===== config.mk =====
export PLATFORM = sky130hd
export DESIGN_NAME = parity_barrier
export DESIGN_NICKNAME = d
export VERILOG_FILES = /design/src/rtl/barrier_pkg.sv /design/src/rtl/barrier_agent.sv /design/src/rtl/barrier_combine.sv /design/src/rtl/parity_barrier.sv
export SDC_FILE = /design/constraint.sdc
export NUM_CORES = 1
export LEC_CHECK = 0
export BUFFER_PORTS_ARGS = -buffer_cell sky130_fd_sc_hd__buf_2
export CAP_MARGIN = 5
export CORE_MARGIN = 1.5
export CORE_UTILIZATION = 45
export CTS_CLUSTER_SIZE = 28
export DETAILED_ROUTE_END_ITERATION = 10
export PLACE_DENSITY_LB_ADDON = 0.25
export SYNTH_ARGS = -nofsm -noshare
export SYNTH_HDL_FRONTEND = slang
export SYNTH_SLANG_ARGS = --single-unit

===== constraint.sdc =====
create_clock -name clk -period 2.3 [get_ports clk]
set_clock_uncertainty 0.1 [all_clocks]
set_input_delay 0.115 -clock clk [delete_from_list [all_inputs] [get_ports clk]]
set_output_delay 0.115 -clock clk [all_outputs]
set_load 0.005 [all_outputs]

===== src/rtl/barrier_pkg.sv =====
package barrier_pkg;
    localparam int LINES = 2;
    typedef enum logic {
        ST_RUN  = 1'b0,
        ST_WAIT = 1'b1
    } agent_state_t;
endpackage


===== src/rtl/barrier_agent.sv =====
module barrier_agent
    import barrier_pkg::*;
(
    input  logic             clk,
    input  logic             rst_n,
    input  logic             arrive_i,
    input  logic [LINES-1:0] line_i,
    output logic [LINES-1:0] drive_o,
    output logic             release_o
);
    agent_state_t     state_q, state_d;
    logic             par_q, par_d;
    logic [LINES-1:0] drv_q, drv_d;

    // state register
    always_ff @(posedge clk) begin
        if (!rst_n) begin
            state_q <= ST_RUN;
            par_q   <= 1'b0;
            drv_q   <= '0;
        end else begin
            state_q <= state_d;
            par_q   <= par_d;
            drv_q   <= drv_d;
        end
    end

    // next state
    always_comb begin
        state_d = state_q;
        par_d   = par_q;
        drv_d   = drv_q;
        unique case (state_q)
            ST_RUN: begin
                if (arrive_i) begin
                    state_d = ST_WAIT;
                    drv_d   = par_q ? 2'b10 : 2'b01;
                end
            end
            ST_WAIT: begin
                if (line_i[par_q]) begin
                    state_d = ST_RUN;
                    par_d   = ~par_q;
                end
            end
            default: state_d = ST_RUN;
        endcase
    end

    // outputs
    always_comb begin
        drive_o   = drv_q;
        release_o = (state_q == ST_WAIT) && line_i[par_q];
    end


    single_pulse_chk: assert property (@(posedge clk) disable iff (!rst_n)
        release_o |=> !release_o);

    parity_flip_chk: assert property (@(posedge clk) disable iff (!rst_n)
        release_o |=> (par_q != $past(par_q)));

    one_line_driven_chk: assert property (@(posedge clk) disable iff (!rst_n)
        $onehot0(drive_o));

    wait_ignores_arrive_chk: assert property (@(posedge clk) disable iff (!rst_n)
        (state_q == ST_WAIT && arrive_i && !release_o) |=> ($stable(drive_o) && state_q == ST_WAIT));
endmodule


===== src/rtl/barrier_combine.sv =====
module barrier_combine
    import barrier_pkg::*;
#(
    parameter int N_PROC = 4
) (
    input  logic [LINES-1:0][N_PROC-1:0] drv_i,
    output logic [LINES-1:0]             line_o
);
    for (genvar l = 0; l < LINES; l++) begin : g_line
        assign line_o[l] = &drv_i[l];
    end
endmodule


===== src/rtl/parity_barrier.sv =====
module parity_barrier
    import barrier_pkg::*;
#(
    parameter int N_PROC = 4
) (
    input  logic              clk,
    input  logic              rst_n,
    input  logic [N_PROC-1:0] arrive,
    output logic [N_PROC-1:0] release_o,
    output logic [LINES-1:0]  line_o
);
    logic [LINES-1:0]             agent_drv [N_PROC];
    logic [LINES-1:0][N_PROC-1:0] drv_mat;

    for (genvar g = 0; g < N_PROC; g++) begin : g_agent
        barrier_agent u_agent (
            .clk       (clk),
            .rst_n     (rst_n),
            .arrive_i  (arrive[g]),
            .line_i    (line_o),
            .drive_o   (agent_drv[g]),
            .release_o (release_o[g])
        );
        for (genvar l = 0; l < LINES; l++) begin : g_map
            assign drv_mat[l][g] = agent_drv[g][l];
        end
    end

    barrier_combine #(.N_PROC(N_PROC)) u_combine (
        .drv_i  (drv_mat),
        .line_o (line_o)
    );


    all_or_none_release_chk: assert property (@(posedge clk) disable iff (!rst_n)
        (|release_o) |-> (&release_o));

    lines_exclusive_chk: assert property (@(posedge clk) disable iff (!rst_n)
        line_o != 2'b11);
endmodule


==> qor.csv, run 1 <==
metric,value,unit
Area growth syn-to-layout,5.02,%
wire length of the first global-routing pass,2210,µm
R2R setup slack,1080,ps
share of cells above drive strength 1,19.5,%
Top-Level Pins,12,
final setup violation count,0,
GP Congestion,0.754,
via count,577,
Core ar.,0.00156,mm²
top-count cell post-synth,dfxtp_1,
crit path buf inv count,1,
CP startpoint,g_agent[0].u_agent.drive_o[1],
Crit Path Max Fanout,6,
DR vias/cell,5.60,
cts bufs inserted,3,
GRT Residual Overflow,0,
cells along the critical path,"nand4_1, mux2i_1, and2_1, buf_2",
initial antenna violation count,0,
Routed Antenna Nets,0,
DRC Markers,0,
Worst Hold Depth,3,
status,"complete, no violations",
Critical Path Stages,4,
CTS tree,built,
RSZ-0062 raised after global routing,no,
Placed Cells,100,
Netlist cell types,22,
DRT Pass-1 Iters,4,
top cell family by delay on the critical path,simple AND/OR/NAND/NOR gates,
worst slew pin tran,442,ps
f_max,645,MHz
synth cell count leaders,"dfxtp_1, a21oi_1, mux2i_1, nor2_1, buf_2",
Critical Path AT,1330,ps
post-CTS sizing,0,
final hold vios,0,
Antenna Cells,0,
Die Y,44.5,µm
Peak VDD IR,0.000461,V
Post-synth EDFFs,0,
"flops & latches, synth",16,
"area leader, netlist",dfxtp_1,
Synth Flop Type,dfxtp_1,
crit start category,flip-flop,
Hold Worst Slack,61.3,ps
Post-Syn Instances,83,
Final period util,67.4,%
Tmin final,1550,ps
maxcap violations,0,
CTS Hold Bufs,0,
Post-CTS Setup Bufs,0,
Tot Pwr,0.506,mW
Routed WL,1380,µm
root buf cell,clkbuf_4,
Sink Count,16,
"Cell Area, Synth",773,µm²
clock slew at reported path FFs,90,ps
class of the worst hold path,in2reg,
CTS max path bufs,2,
setup TNS,0,ps
register area share after synthesis,41.4,%
"Avg Cell Area, Syn",9.32,µm²
Worst setup EP type,primary output,
chip width,44.5,µm
clock latency on the worst-skew pair,290,ps
Initial Util,49.6,%
static leakage,0.331,nW
WP data required,2090,ps
CTS H-tree depth,1,
pre-CTS setup slack,1050,ps
hold wc startpoint,rst_n,
Port Buffer Count,11,
"FFs w/ async S/R, synth",0,%
R2R cell count,4,
vias in the first global route,477,
Post-Layout Cell Count,103,
"Max stage delay cell, worst path",dfxtp_1,
Rel. slew slack,70.5,%
Ys Warns,0,
HPWL Detailed,982,µm
Yosys top cell area share,41.4,%
Max Transition Viols Final,0,
Global Route Usage Sum,16.3,%
Power Dens Cells,623,mW/mm²
Filler cells,145,
DR iter-0 viols,7,
FP Rows,14,
die area,0.00198,mm²
slowest cell delay on critical path,350,ps
slack of the critical path,750,ps
largest net degree at the start of global routing,15,
NumNets Final,95,
crit path kind,reg2out,
largest cells by area after synthesis,"dfxtp_1, mux2i_1, a21oi_1",
"Net Count, Synth",89,
drt wl/cell,13.4,µm
Reg2Reg Launch Point,g_agent[2].u_agent.drive_o[0],
[where the power goes]
part           switching [mW]  internal, mW
Clock                  0.0860        0.0610
Sequential             0.0208         0.293
Combinational          0.0235        0.0219
Total                   0.130         0.376
[placed cells by master, fill, tap and decap left out, types with 2 or more instances in the layout]
cell	Yosys	layout
nand3_1	4	4
buf_2	5	11
nand4_1	2	2
nand2b_1	3	3
nor3b_1	3	3
nor2_1	7	7
a311oi_1	4	4
o221ai_1	3	3
mux2i_1	8	8
clkbuf_4	0	3
dfxtp_1	16	16
and2_1	4	4
a21oi_1	8	8
nand4b_1	4	4
[routing by layer]
metal	vias up	routed length [µm]	track usage, %
li1	307	-	-
met1	259	687	21.2
met2	9	611	23.2
met3	2	66	7.35
met4	0	10	7.27
met5	-	0	0
[final cells by class]
cell class	count	area (µm²)	share of cell area, %
flip-flops and latches	16	320	39.4
clock buffers	3	22.5	2.77
well taps	16	20.0	2.47
multi-input cells	54	378	46.5
repair buffers	11	55.1	6.78
inverters	3	16.3	2.00
[kinds of logic after synthesis]
kind of cell | Yosys count | synth area share (%)
flops | 16 | 41.4
compound gates | 16 | 13.8
simple gates | 30 | 24.8
mux | 8 | 10.4
buf+inv | 13 | 9.71
[worst min-delay path, stage by stage]
cell     delay [ps]
buf_2           160
o21ai_0          90
a21oi_1          40
[registers in the layout (all words and copies together) (netlist names)]
signal                   cells
g_agent.u_agent.drive_o      8
g_agent.u_agent.state_q      4
g_agent.u_agent.par_q        4
[stage by stage]
stage | instance area [µm²] | util (%)
floorplan | 773 | -
global placement | 790 | 50.6
detailed placement | 790 | 50.6
CTS | 812 | 52.1
global route | 812 | 52.1
finish | 812 | 52.1
[worst paths after layout]
| check | endpoint |
|---|---|
| max | release_o[0] |
| min | g_agent[3].u_agent.drive_o[0] |
| max reg2reg | g_agent[1].u_agent.par_q |
| min reg2reg | g_agent[3].u_agent.drive_o[1] |
Power figures use the tool's default switching activity.
==> inputs of run 2 (changes only) <==
clock period = 1.55 ns   (was 2.3 ns; I/O delays follow)
==> run 2 against run 1 <==
Compared with the run above: final area increased by 5.1%; via count grew 7.8%; clock power up 88%; sequential power rose by 48%; first-iteration DRC count is 140% higher; count of clock-buffer cells in the layout increased by 1; hold slack lost 30 ps; setup slack worse by 640 ps; largest cell class unchanged; largest power group unchanged.
==> qor.csv, run 2 (synthesized netlist as in run 1, its figures left out) <==
metric,value,unit
status,"complete, no violations",
Crit Path Max Fanout,4,
Rel. slew slack,73.9,%
slowest cell delay on critical path,340,ps
wire length of the first global-routing pass,2430,µm
NumNets Final,98,
class of the worst hold path,in2reg,
Filler cells,141,
slack of the critical path,109,ps
Peak VDD IR,0.000636,V
FP Rows,14,
RSZ-0062 raised after global routing,yes,
sequential fraction of design power,57.6,%
pre-CTS setup slack,283,ps
static leakage,0.353,nW
GRT Residual Overflow,0,
maxcap violations,0,
GP Congestion,0.772,
CTS H-tree depth,1,
vias in the first global route,541,
"Max stage delay cell, worst path",dfxtp_2,
DRT Pass-1 Iters,4,
die area,0.00198,mm²
Clock Power Share,34.1,%
Global Route Usage Sum,17.3,%
crit start category,flip-flop,
DR iter-0 viols,17,
initial antenna violation count,0,
most frequent cells in the layout,"dfxtp_1, buf_2, mux2i_1, a21oi_1, nor2_1",
CTS tree,built,
Critical Path AT,1260,ps
Sw Ratio,24.6,%
WP data required,1370,ps
CTS max path bufs,2,
crit path kind,reg2out,
DRC Markers,0,
Core ar.,0.00156,mm²
cells along the critical path,"nand4_1, buf_4, mux2i_1, and2_1, buf_2",
drt wl/cell,13.8,µm
Antenna Cells,0,
worst slew pin tran,391,ps
final setup violation count,0,
Max Transition Viols Final,0,
Power Dens Cells,948,mW/mm²
Die Y,44.5,µm
via count,622,
Sink Count,16,
f_max,694,MHz
root buf cell,clkbuf_4,
Hold Worst Slack,31.7,ps
Area growth syn-to-layout,10.4,%
Port Buffer Count,11,
final hold vios,0,
clock latency on the worst-skew pair,280,ps
largest net degree at the start of global routing,15,
Comb power frac,8.3,%
Top-Level Pins,12,
HPWL Detailed,998,µm
share of cells above drive strength 1,27.5,%
Tmin final,1440,ps
Net Switching,0.199,mW
clock slew at reported path FFs,90,ps
Initial Util,49.6,%
chip width,44.5,µm
Worst Hold Depth,3,
R2R cell count,5,
"commonest non-fill, non-tap cell in the layout",dfxtp_1,
Routed Antenna Nets,0,
Routed WL,1480,µm
max reg flops,8,
DR vias/cell,5.81,
Final period util,92.9,%
cts bufs inserted,3,
Internal,0.610,mW
Worst setup EP type,primary output,
==> run 2: cell count changes in the layout (fill, tap and decap cells not counted), sizes merged <==
cell / previous run / this run
buf: 11 / 14
clkbuf: 3 / 4
==> run 2: critical path: cells and delay by family, from the launching register on <==
family,cells,cell delay (ps)
flops,1,340
buf+inv,2,270
simple gates,2,240
mux,1,120
==> run 2: final cells by class <==
class	count	area [µm²]	area share (%)
flip-flops and latches	16	325	38.1
inverters	3	16.3	1.91
well taps	16	20.0	2.35
multi-input cells	54	378	44.3
clock buffers	4	36.3	4.25
repair buffers	14	77.6	9.09
==> run 2: layer usage <==
layer,up-vias,global-route usage [%],part of all wire [%]
met1,290,23.0,50
met4,0,9.09,2.4
met3,4,6.53,4.0
li1,315,-,-
met2,13,24.1,43
met5,-,0,0
==> run 2: stage by stage <==
step | cells | utilization (%) | setup TNS (ps) | instance area (µm²) | total power [mW]
2_1_floorplan | 83 | - | 0 | 773 | 0.521
3_3_place_gp | 100 | 50.6 | 0 | 790 | 0.542
3_5_place_dp | 100 | 50.6 | 0 | 790 | 0.542
4_1_cts | 106 | 53.9 | 0 | 841 | 0.817
5_1_grt | 107 | 54.7 | -15.3 | 853 | 0.854
6_report | 107 | 54.7 | 0 | 853 | 0.809
==> run 2: path summary, 6_finish.rpt <==
kind / startpoint / endpoint / slack (ps)
worst max-delay path: g_agent[0].u_agent.drive_o[1] / release_o[3] / 110
worst min-delay path: rst_n / g_agent[3].u_agent.drive_o[0] / 30
worst max register to register: g_agent[3].u_agent.drive_o[0] / g_agent[2].u_agent.par_q / 210
worst min register to register: g_agent[3].u_agent.drive_o[1] / g_agent[3].u_agent.drive_o[1] / 400
==> run 2: what timing repair did <==
item,in CTS,in global routing
endpoints found under the setup margin,4,4
hold buffers,0,0
resized for setup,0,4
buffers inserted,2,1
hold endpoints to repair,0,0
pin swaps,1,2
==> run 2: power by group through the flow <==
stage | registers, mW | clock network [mW] | logic (mW)
after floorplan | 0.468 | 0 | 0.0538
after global placement | 0.476 | 0 | 0.0665
after detailed placement | 0.475 | 0 | 0.0666
after CTS | 0.466 | 0.284 | 0.0673
after global routing | 0.471 | 0.308 | 0.0753
final | 0.466 | 0.276 | 0.0669
==> inputs of run 3 (changes only) <==
SLEW_MARGIN = 20   (was not set)
clock period = 1.8 ns   (was 1.55 ns; I/O delays follow)
==> run 3 against run 2 <==
Compared with the run above: cell count fell by 3.7%; largest power group unchanged; total power decreased by 20%; final area decreased by 4.8%.
==> qor.csv, run 3 (synthesized netlist as in run 1, its figures left out) <==
metric,value,unit
crit path kind,reg2out,
die area,0.00198,mm²
Placed Cells,100,
clock slew at reported path FFs,90,ps
maxcap violations,0,
Critical Path AT,1340,ps
worst slew pin tran,437,ps
drt wl/cell,13.6,µm
Routed Antenna Nets,0,
Crit Path Max Fanout,6,
Post-CTS Setup Bufs,0,
Sw Ratio,25.6,%
Port Buffer Count,11,
Post-Layout Cell Count,103,
static leakage,0.331,nW
post-CTS sizing,0,
wire length of the first global-routing pass,2370,µm
Routed WL,1400,µm
most frequent cells in the layout,"dfxtp_1, buf_2, mux2i_1, a21oi_1, nor2_1",
NumNets Final,95,
Rel. slew slack,70.9,%
CTS Hold Bufs,0,
status,"complete, no violations",
Clock Power Share,29.0,%
DRT met1 WL,702,µm
slowest cell delay on critical path,340,ps
RSZ-0062 raised after global routing,no,
crit start category,flip-flop,
Initial Util,49.6,%
Peak VDD IR,0.000634,V
sequential fraction of design power,62.1,%
top cell family by delay on the critical path,simple AND/OR/NAND/NOR gates,
Tmin final,1530,ps
DRC Markers,0,
Internal,0.480,mW
FP Rows,14,
class of the worst hold path,in2reg,
root buf cell,clkbuf_4,
DR vias/cell,5.86,
DR WL met3,55,µm
final setup violation count,0,
Core ar.,0.00156,mm²
met2 wire length,631,µm
GRT Residual Overflow,0,
initial antenna violation count,0,
CTS max path bufs,2,
vias in the first global route,516,
Sink Count,16,
setup TNS,0,ps
crit path buf inv count,1,
Antenna Cells,0,
DR top layer,met4,
CTS H-tree depth,1,
f_max,652,MHz
max reg flops,8,
Power Dens Cells,794,mW/mm²
WP data required,1610,ps
largest net degree at the start of global routing,15,
Final period util,85.1,%
Hold Worst Slack,42.1,ps
Die Y,44.5,µm
Max Transition Viols Final,0,
cts bufs inserted,3,
Net Switching,0.165,mW
cells along the critical path,"nand4_1, mux2i_1, and2_1, buf_2",
"commonest non-fill, non-tap cell in the layout",dfxtp_1,
Top-Level Pins,12,
"Max stage delay cell, worst path",dfxtp_1,
Global Route Usage Sum,16.6,%
Tot Pwr,0.645,mW
CTS tree,built,
share of cells above drive strength 1,19.5,%
chip width,44.5,µm
Area growth syn-to-layout,5.02,%
Comb power frac,8.9,%
DRT Pass-1 Iters,4,
via count,604,
final hold vios,0,
Worst setup EP type,primary output,
clock latency on the worst-skew pair,290,ps
DR iter-0 viols,8,
GP Congestion,0.734,
-- run 3: cell count changes in the layout (fill, tap and decap cells not counted), sizes merged --
cell / delta
buf: -3
clkbuf: -1
-- run 3: power by group through the flow --
stage	clock network (mW)	registers [mW]	logic (mW)
2_1_floorplan	0	0.403	0.0463
3_3_place_gp	0	0.409	0.0572
3_5_place_dp	0	0.409	0.0579
4_1_cts	0.193	0.400	0.0582
5_1_grt	0.206	0.404	0.0652
6_report	0.187	0.400	0.0574
-- run 3: path summary, 6_finish.rpt --
check,startpoint,endpoint,slack (ps),depth (start not counted)
worst min-delay path,rst_n,g_agent[3].u_agent.state_q,40,3
worst min register to register,g_agent[3].u_agent.drive_o[1],g_agent[3].u_agent.drive_o[1],410,2
worst max register to register,g_agent[1].u_agent.drive_o[0],g_agent[0].u_agent.par_q,580,4
worst max-delay path,g_agent[0].u_agent.drive_o[1],release_o[2],270,4
-- run 3: worst register-to-register path: stages, from the launching register on --
cell	delay, ps
dfxtp_1	400
nand4_4	210
clkinv_4	120
a21oi_1	70
a311oi_1	250
-- run 3: cell type report --
class                   count  area (µm²)
inverters                   3        16.3
fillers                   152         747
clock buffers               3        22.5
repair buffers             11        55.1
flip-flops and latches     16         320
multi-input cells          54         378
well taps                  16        20.0
-- run 3: metrics by stage --
stage / cell area, µm² / util (%) / setup WS [ps]
3_3_place_gp: 790 / 50.6 / 592
5_1_grt: 812 / 52.1 / 134
3_5_place_dp: 790 / 50.6 / 578
4_1_cts: 812 / 52.1 / 251
6_report: 812 / 52.1 / 267
2_1_floorplan: 773 / - / 720
-- run 3: routing by layer --
metal / up-vias / GRT usage, %
li1: 311 / -
met1: 281 / 21.9
met2: 10 / 25.0
met3: 2 / 6.12
met4: 0 / 5.45
met5: - / 0
